<file path="config.mk">
export PLATFORM = sky130hd
export DESIGN_NAME = shm_bridge
export DESIGN_NICKNAME = d
export VERILOG_FILES = /design/src/rtl/shm_pkg.sv /design/src/rtl/shm_zone_xlate.sv /design/src/rtl/shm_guard.sv /design/src/rtl/shm_core_seq.sv /design/src/rtl/shm_bridge.sv
export SDC_FILE = /design/constraint.sdc
export NUM_CORES = 1
export LEC_CHECK = 0
export ABC_AREA = 1
export BUFFER_PORTS_ARGS = -buffer_cell sky130_fd_sc_hd__buf_2
export CAP_MARGIN = 20
export CORE_AREA = 8 8 101 103
export DETAILED_ROUTE_END_ITERATION = 6
export DIE_AREA = 0 0 109 111
export GPL_TIMING_DRIVEN = 0
export PLACE_DENSITY = 0.79
export SLEW_MARGIN = 0
export SYNTH_ARGS = -nofsm -noshare
export SYNTH_HDL_FRONTEND = slang
export SYNTH_SLANG_ARGS = --single-unit
</file>
<file path="constraint.sdc">
create_clock -name clk_i -period 1.7 [get_ports clk_i]
set_input_delay 0.17 -clock clk_i [delete_from_list [all_inputs] [get_ports clk_i]]
set_output_delay 0.17 -clock clk_i [all_outputs]
set_load 0.05 [all_outputs]
</file>
<file path="src/rtl/shm_pkg.sv">
package shm_pkg;
  typedef enum logic [1:0] {
    KIND_MEM = 2'b00,
    KIND_FWH = 2'b01,
    KIND_IND = 2'b10
  } kind_e;

  typedef enum logic [1:0] {
    SYNC_IDLE  = 2'b00,
    SYNC_LWAIT = 2'b01,
    SYNC_READY = 2'b10
  } sync_e;

  typedef enum logic [1:0] {
    ST_IDLE,
    ST_BUSY,
    ST_DONE
  } state_e;
endpackage

</file>
<file path="src/rtl/shm_zone_xlate.sv">
module shm_zone_xlate
  import shm_pkg::*;
#(
  parameter int ADDR_W   = 32,
  parameter int LEG_KEEP = 17,
  parameter int LEG_LOW  = 20,
  parameter int WIN_MIN  = 12,
  parameter int WIN_MAX  = 24,
  parameter int EXP_W    = 5
) (
  input  logic [1:0]        kind_i,
  input  logic [ADDR_W-1:0] addr_i,
  input  logic              legacy_en_i,
  input  logic              user_en_i,
  input  logic [ADDR_W-1:0] user_base_i,
  input  logic [EXP_W-1:0]  win_exp_i,
  output logic              hit_o,
  output logic [ADDR_W-1:0] xaddr_o
);
  localparam int LEG_HI_W = ADDR_W - LEG_KEEP;

  logic leg_top, leg_alias, leg_hit;
  logic win_ok, usr_hit, is_ind;
  logic [ADDR_W-1:0] win_mask;

  assign is_ind    = (kind_i == KIND_IND);
  assign leg_top   = &addr_i[ADDR_W-1:LEG_KEEP];
  assign leg_alias = (addr_i[ADDR_W-1:LEG_LOW] == '0) && (&addr_i[LEG_LOW-1:LEG_KEEP]);
  assign leg_hit   = legacy_en_i && (leg_top || leg_alias);

  assign win_ok   = user_en_i && (int'(win_exp_i) >= WIN_MIN) && (int'(win_exp_i) <= WIN_MAX);
  assign win_mask = {ADDR_W{1'b1}} << win_exp_i;
  assign usr_hit  = win_ok && (((addr_i ^ user_base_i) & win_mask) == '0);

  always_comb begin
    hit_o   = 1'b0;
    xaddr_o = addr_i;
    if (is_ind) begin
      hit_o = 1'b1;
    end else if (leg_hit) begin
      hit_o   = 1'b1;
      xaddr_o = {{LEG_HI_W{1'b1}}, addr_i[LEG_KEEP-1:0]};
    end else if (usr_hit) begin
      hit_o   = 1'b1;
      xaddr_o = addr_i | win_mask;
    end
  end
endmodule

</file>
<file path="src/rtl/shm_guard.sv">
module shm_guard #(
  parameter int          ADDR_W  = 32,
  parameter logic [31:0] BASE_LO = 32'hFFF0_0000,
  parameter logic [31:0] BASE_HI = 32'hFFFF_FFFF,
  parameter logic [31:0] EXP_LO  = 32'hFF00_0000,
  parameter logic [31:0] EXP_HI  = 32'hFF7F_FFFF
) (
  input  logic [ADDR_W-1:0] xaddr_i,
  input  logic              write_i,
  input  logic              base_rd_prot_i,
  input  logic              base_wr_prot_i,
  input  logic              exp_rd_prot_i,
  input  logic              exp_wr_prot_i,
  input  logic              host_lock_i,
  input  logic              erase_en_i,
  input  logic              flash_en_i,
  output logic              permit_o,
  output logic              erase_o
);
  logic in_base, in_exp, prot, lock_ok;

  assign in_base = (xaddr_i >= BASE_LO[ADDR_W-1:0]) && (xaddr_i <= BASE_HI[ADDR_W-1:0]);
  assign in_exp  = (xaddr_i >= EXP_LO[ADDR_W-1:0]) && (xaddr_i <= EXP_HI[ADDR_W-1:0]);

  always_comb begin
    prot = 1'b1;
    if (in_base)     prot = write_i ? base_wr_prot_i : base_rd_prot_i;
    else if (in_exp) prot = write_i ? exp_wr_prot_i : exp_rd_prot_i;
  end

  assign lock_ok  = !write_i || host_lock_i;
  assign permit_o = (in_base || in_exp) && !prot && lock_ok;
  assign erase_o  = write_i && erase_en_i && flash_en_i && in_base;
endmodule

</file>
<file path="src/rtl/shm_core_seq.sv">
module shm_core_seq
  import shm_pkg::*;
#(
  parameter int ADDR_W = 32,
  parameter int DATA_W = 8
) (
  input  logic              clk_i,
  input  logic              rst_ni,
  input  logic              start_i,
  input  logic              hit_i,
  input  logic              permit_i,
  input  logic [1:0]        kind_i,
  input  logic              write_i,
  input  logic              erase_i,
  input  logic [ADDR_W-1:0] xaddr_i,
  input  logic [DATA_W-1:0] wdata_i,
  output logic [1:0]        host_sync_o,
  output logic              host_done_o,
  output logic [DATA_W-1:0] host_rdata_o,
  output logic              viol_o,
  output logic              core_valid_o,
  input  logic              core_ready_i,
  output logic [ADDR_W-1:0] core_addr_o,
  output logic [DATA_W-1:0] core_wdata_o,
  output logic              core_write_o,
  output logic              core_erase_o,
  input  logic [DATA_W-1:0] core_rdata_i
);
  state_e            state_q;
  logic [1:0]        kind_q;
  logic              write_q, erase_q;
  logic [ADDR_W-1:0] addr_q;
  logic [DATA_W-1:0] wdata_q, rdata_q;
  logic              viol_q;

  always_ff @(posedge clk_i or negedge rst_ni) begin
    if (!rst_ni) begin
      state_q <= ST_IDLE;
      kind_q  <= KIND_MEM;
      write_q <= 1'b0;
      erase_q <= 1'b0;
      addr_q  <= '0;
      wdata_q <= '0;
      rdata_q <= '0;
      viol_q  <= 1'b0;
    end else begin
      case (state_q)
        ST_IDLE: begin
          if (start_i && hit_i) begin
            kind_q  <= kind_i;
            write_q <= write_i;
            if (permit_i) begin
              state_q <= ST_BUSY;
              erase_q <= erase_i;
              addr_q  <= xaddr_i;
              wdata_q <= wdata_i;
            end else begin
              // rejected: finish locally
              state_q <= ST_DONE;
              rdata_q <= '1;
              viol_q  <= 1'b1;
            end
          end
        end
        ST_BUSY: begin
          if (core_ready_i) begin
            state_q <= ST_DONE;
            rdata_q <= write_q ? '1 : core_rdata_i;
          end
        end
        default: state_q <= ST_IDLE;
      endcase
    end
  end

  assign core_valid_o = (state_q == ST_BUSY);
  assign core_addr_o  = addr_q;
  assign core_wdata_o = wdata_q;
  assign core_write_o = write_q;
  assign core_erase_o = core_valid_o && erase_q;
  assign host_done_o  = (state_q == ST_DONE);
  assign host_rdata_o = rdata_q;
  assign viol_o       = viol_q;

  always_comb begin
    host_sync_o = SYNC_IDLE;
    if (state_q == ST_DONE) host_sync_o = SYNC_READY;
    else if (state_q == ST_BUSY && kind_q != KIND_IND) host_sync_o = SYNC_LWAIT;
  end


  hold_chk: assert property (@(posedge clk_i) disable iff (!rst_ni)
    core_valid_o && !core_ready_i |=> core_valid_o && $stable(core_addr_o)
      && $stable(core_write_o) && $stable(core_wdata_o) && $stable(core_erase_o));

  done_pulse_chk: assert property (@(posedge clk_i) disable iff (!rst_ni)
    host_done_o |=> !host_done_o);

  reject_no_txn_chk: assert property (@(posedge clk_i) disable iff (!rst_ni)
    $rose(viol_o) |-> !core_valid_o && host_done_o);

  viol_sticky_chk: assert property (@(posedge clk_i) disable iff (!rst_ni)
    viol_o |=> viol_o);

  no_ready_while_busy_chk: assert property (@(posedge clk_i) disable iff (!rst_ni)
    core_valid_o |-> host_sync_o != SYNC_READY);
endmodule

</file>
<file path="src/rtl/shm_bridge.sv">
module shm_bridge
  import shm_pkg::*;
#(
  parameter int          ADDR_W   = 32,
  parameter int          DATA_W   = 8,
  parameter int          EXP_W    = 5,
  parameter int          LEG_KEEP = 17,
  parameter int          LEG_LOW  = 20,
  parameter int          WIN_MIN  = 12,
  parameter int          WIN_MAX  = 24,
  parameter logic [31:0] BASE_LO  = 32'hFFF0_0000,
  parameter logic [31:0] BASE_HI  = 32'hFFFF_FFFF,
  parameter logic [31:0] EXP_LO   = 32'hFF00_0000,
  parameter logic [31:0] EXP_HI   = 32'hFF7F_FFFF
) (
  input  logic              clk_i,
  input  logic              rst_ni,
  input  logic              req_valid_i,
  input  logic [1:0]        req_kind_i,
  input  logic              req_write_i,
  input  logic [ADDR_W-1:0] req_addr_i,
  input  logic [DATA_W-1:0] req_wdata_i,
  input  logic              legacy_en_i,
  input  logic              user_en_i,
  input  logic [ADDR_W-1:0] user_base_i,
  input  logic [EXP_W-1:0]  win_exp_i,
  input  logic              base_rd_prot_i,
  input  logic              base_wr_prot_i,
  input  logic              exp_rd_prot_i,
  input  logic              exp_wr_prot_i,
  input  logic              host_lock_i,
  input  logic              erase_en_i,
  input  logic              flash_en_i,
  output logic [1:0]        host_sync_o,
  output logic              host_done_o,
  output logic [DATA_W-1:0] host_rdata_o,
  output logic              viol_o,
  output logic              core_valid_o,
  input  logic              core_ready_i,
  output logic [ADDR_W-1:0] core_addr_o,
  output logic [DATA_W-1:0] core_wdata_o,
  output logic              core_write_o,
  output logic              core_erase_o,
  input  logic [DATA_W-1:0] core_rdata_i
);
  logic              hit, permit, erase;
  logic [ADDR_W-1:0] xaddr;

  shm_zone_xlate #(
    .ADDR_W(ADDR_W), .LEG_KEEP(LEG_KEEP), .LEG_LOW(LEG_LOW),
    .WIN_MIN(WIN_MIN), .WIN_MAX(WIN_MAX), .EXP_W(EXP_W)
  ) u_xlate (
    .kind_i(req_kind_i), .addr_i(req_addr_i), .legacy_en_i(legacy_en_i),
    .user_en_i(user_en_i), .user_base_i(user_base_i), .win_exp_i(win_exp_i),
    .hit_o(hit), .xaddr_o(xaddr)
  );

  shm_guard #(
    .ADDR_W(ADDR_W), .BASE_LO(BASE_LO), .BASE_HI(BASE_HI),
    .EXP_LO(EXP_LO), .EXP_HI(EXP_HI)
  ) u_guard (
    .xaddr_i(xaddr), .write_i(req_write_i),
    .base_rd_prot_i(base_rd_prot_i), .base_wr_prot_i(base_wr_prot_i),
    .exp_rd_prot_i(exp_rd_prot_i), .exp_wr_prot_i(exp_wr_prot_i),
    .host_lock_i(host_lock_i), .erase_en_i(erase_en_i), .flash_en_i(flash_en_i),
    .permit_o(permit), .erase_o(erase)
  );

  shm_core_seq #(.ADDR_W(ADDR_W), .DATA_W(DATA_W)) u_seq (
    .clk_i(clk_i), .rst_ni(rst_ni), .start_i(req_valid_i), .hit_i(hit),
    .permit_i(permit), .kind_i(req_kind_i), .write_i(req_write_i),
    .erase_i(erase), .xaddr_i(xaddr), .wdata_i(req_wdata_i),
    .host_sync_o(host_sync_o), .host_done_o(host_done_o),
    .host_rdata_o(host_rdata_o), .viol_o(viol_o),
    .core_valid_o(core_valid_o), .core_ready_i(core_ready_i),
    .core_addr_o(core_addr_o), .core_wdata_o(core_wdata_o),
    .core_write_o(core_write_o), .core_erase_o(core_erase_o),
    .core_rdata_i(core_rdata_i)
  );


  write_lock_chk: assert property (@(posedge clk_i) disable iff (!rst_ni)
    $rose(core_valid_o) && core_write_o |-> $past(host_lock_i));

  erase_write_chk: assert property (@(posedge clk_i) disable iff (!rst_ni)
    core_erase_o |-> core_write_o && core_valid_o && core_addr_o >= BASE_LO[ADDR_W-1:0]);

  legacy_xlate_chk: assert property (@(posedge clk_i) disable iff (!rst_ni)
    $rose(core_valid_o) && $past(legacy_en_i) && $past(req_kind_i) != KIND_IND
      && (&$past(req_addr_i[ADDR_W-1:LEG_KEEP]))
      |-> core_addr_o == $past(req_addr_i));
endmodule

</file>
==> results.md <==
* Synth top area cells: dfrtp_1, nand2_1, inv_1, nor2_1, nand4_1
* Crit start category: input pin
* Via-per-instance ratio at about 5
* Nets at between 800 and 900
* Worst-Margin Slew at 535 ps
* Arrival time worst endpoint at approximately 2400 ps
* Num CTS Buffers at 5
* Mapped Cells at 579
* Seq/Total Area, Yosys at a little under two fifths
* Fin. Hold Viols at 0
* Port buffer count at between 150 and 200
* Mapped Nets at between 600 and 700
* Final setup vio count at 52
* Crit-path slowest cell: nor2_4
* Synth cell types at 29
* Cell Rows at 34
* # IOs at ~160
* First-pass GRT wire length at 20800 um
* Sw Ratio at 36.2%
* Total GRT Usage at between 20% and 30%
* Yosys reg bits at between 50 and 60
* Clk_lat worst skew at ~320 ps
* Maxcap violations at 0
* Drt drc at 0
* Period utilisation layout at 130%
* Max transition margin at about 64%
* Cell Area, Synth at about 3700 um^2
* Initial antenna violation count at 0
* Worst Setup Slack, final at -502 ps
* Layout cells sized above 1 at 43.4%
* Die height at about 110 um
* CTS H-tree lvls at 2
* CTS tree: yes
* DRT Pass-1 Iters at 5
* Initial Utilization at 42.8%
* Vias in the first global route at around 4400
* Crit path required time at 1910 ps
* Minimum clock period at about 2200 ps
* Clk sink count at 55
* Status: complete, but fails checks
* CP dominant cell by count: nand2_2
* Leading area contributor after synthesis: dfrtp_1
* Worst hold path class: in -> reg
* Clk network pwr share at 24.7%
* RSZ-0062 raised after global routing: true
* Post-synth EDFFs at 0
* Fraction of registers with async set or reset after synthesis at 100%
* WL final at ~14000 um
* Final core occ at about two thirds
* Final Skew at about 15 ps
* Synth Flop Type: dfrtp_1
* Routed Antenna Nets at 0
* WL per Instance at around 15 um
* Yosys top cell area share at between 30% and 40%
* Grt ovf at 0
* Fill cells at 717
* Kind of critical path: in -> reg
* DP Area at between 4000 and 5000 um^2
* Largest net degree at the start of global routing at between 40 and 50
* CTS root buf: clkbuf_8
* Synth top cells by count: nand2_1, inv_1, dfrtp_1
* Critical Path End Type: flip-flop
* Reg clk slew, reported paths at ~120 ps
* CP Cell Sequence: buf_12 > buf_8 > buf_12 > nand2_4 > nand2_2 > nand2_2 > nor2_2 > nand2_1 > nor2_2 > nand2_2 > nand2_4 > nand3_2 > nand2_2 > nand2_2 > nor2_4 > buf_6 > nand3_4 > nand3_4 > buf_12 > clkbuf_16 > nand2_1 > nand2_1 > inv_1
* Fin Hold WS at roughly 32 ps
* Via count at around 4500
* Violated checks: setup timing
* Most numerous cell in the Yosys netlist: nand2_1
* Seq pwr share at 44.0%
* Hpwl dp at 9780 um
* CTS max path bufs at 2
* 1st-iter DRT viols at 250
* Crit Path Max Fanout at 7
* Die area at 12100 um^2
* F_max at between 0.4 and 0.5 GHz
* Leakage power at 3.31 nW
* PwrDens at 548 nW/um^2
* Die width at 109 um
* Final Cell Area at a little under 6000 um^2
* Final slew viol count at 0
* Core Footprint at 8550 um^2
* Final Wtd Congestion at between 0.8 and 0.9
* Post-synthesis area per instance at 6.33 um^2
* Delay of the slowest critical-path stage at about 150 ps
* Internal power at just over 0.002 W
* Combinational fraction of design power at 31.3%
* Worst vdd ir at around 0.00034 V
* Layout Area Growth over Synthesis at 58.0%
* Synth warnings at 0
* Switching pwr at 0.00115 W
==> per-stage QoR <==
stage	cells	TNS, ps	total power [W]	worst slack [ps]
6_report	897	-22200	0.00318	-502
2_1_floorplan	579	-18750	0.00190	-416
3_5_place_dp	841	-58020	0.00222	-1220
3_3_place_gp	840	-61840	0.00220	-1270
5_1_grt	896	-28740	0.00332	-635
4_1_cts	887	-18700	0.00310	-398
==> registers in the layout (all words and copies together) (netlist names) <==
register / cells
u_seq.core_write_o: 1
u_seq.erase_q: 1
u_seq.kind_q: 2
u_seq.viol_o: 1
u_seq.core_addr_o: 32
u_seq.state_q: 2
u_seq.host_rdata_o: 8
u_seq.core_wdata_o: 8
==> cell usage in the layout (no fill, tap or decap), drive strengths merged <==
| cell type | synthesis | routed |
|---|---|---|
| clkinvlp | 0 | 1 |
| inv | 121 | 122 |
| nor2 | 43 | 43 |
| and2 | 1 | 1 |
| o31ai | 1 | 1 |
| o41ai | 2 | 2 |
| and3 | 1 | 1 |
| or2 | 6 | 6 |
| a31oi | 2 | 2 |
| a21oi | 10 | 10 |
| nand4 | 23 | 23 |
| dfrtp | 55 | 55 |
| buf | 10 | 210 |
| dlygate4sd3 | 0 | 1 |
| a31o | 1 | 1 |
| xor2 | 13 | 13 |
| nand3 | 25 | 25 |
| clkinv | 0 | 1 |
| nand2 | 235 | 236 |
| nor4 | 2 | 2 |
| diode | 0 | 1 |
| o21ai | 20 | 20 |
| nor3 | 1 | 1 |
| clkbuf | 7 | 11 |
==> power groups by stage <==
stage,Sequential [W],Clock [W],Combinational [W]
floorplan,0.00159,0,0.000309
global placement,0.00142,0,0.000780
detailed placement,0.00142,0,0.000799
CTS,0.00140,0.000789,0.000915
global route,0.00140,0.000845,0.00107
finish,0.00140,0.000783,0.000995
==> final timing paths <==
path                                       startpoint                     to  slack (ps)  depth (start not counted)
worst max-delay path                     win_exp_i[4]   u_seq.core_addr_o[3]        -500                         23
worst max register to register       u_seq.state_q[0]   u_seq.core_addr_o[3]        -150                         10
max in group asynchronous                      rst_ni  u_seq.core_wdata_o[7]         850                          3
worst min register to register  u_seq.core_addr_o[27]  u_seq.core_addr_o[27]         470                          2
worst min-delay path                     core_ready_i       u_seq.state_q[0]          30                          2
min in group asynchronous                      rst_ni  u_seq.core_addr_o[17]         310                          2
==> per-layer routing <==
metal,track usage [%],up-vias,part of all wire [%]
li1,-,2164,-
met1,25.4,2081,37
met2,37.6,210,52
met3,3.43,31,8.4
met4,6.12,0,2.5
met5,0,-,0
==> cells by family (layout without fill, tap and decap cells) <==
family	Yosys count	after routing	synth area share, %
XOR/XNOR	13	13	3.11
flip-flops	55	55	37.6
AND/OR/NAND/NOR	337	338	38.5
AO/OA/AOI/OAI	36	36	5.36
other	0	1	0
buffers and inverters	138	346	15.5
==> worst max-delay path: cells and delay by family <==
kind,cells,cell delay (ps)
simple gates,16,1460
buf+inv,7,780
==> area by class of cell <==
type | count | area, um^2 | share of cell area (%)
clock buffers | 5 | 68.8 | 1.19
flip-flops and latches | 55 | 1380 | 23.8
well taps | 108 | 135 | 2.33
clock inverters | 3 | 27.5 | 0.475
repair buffers | 201 | 1300 | 22.5
plain buffers | 16 | 200 | 3.46
inverters | 121 | 459 | 7.93
multi-input cells | 387 | 2220 | 38.3
diodes | 1 | 2.50 | 0.0432
==> timing repair <==
item,4_1_cts,5_1_grt
endpoints found under the setup margin,57,57
gates resized for setup,91,90
pin swaps,34,39
hold endpoints to repair,14,0
cloned,3,2
hold buffers,1,0
setup buffers,35,7
(Power assumes the default switching activity.)
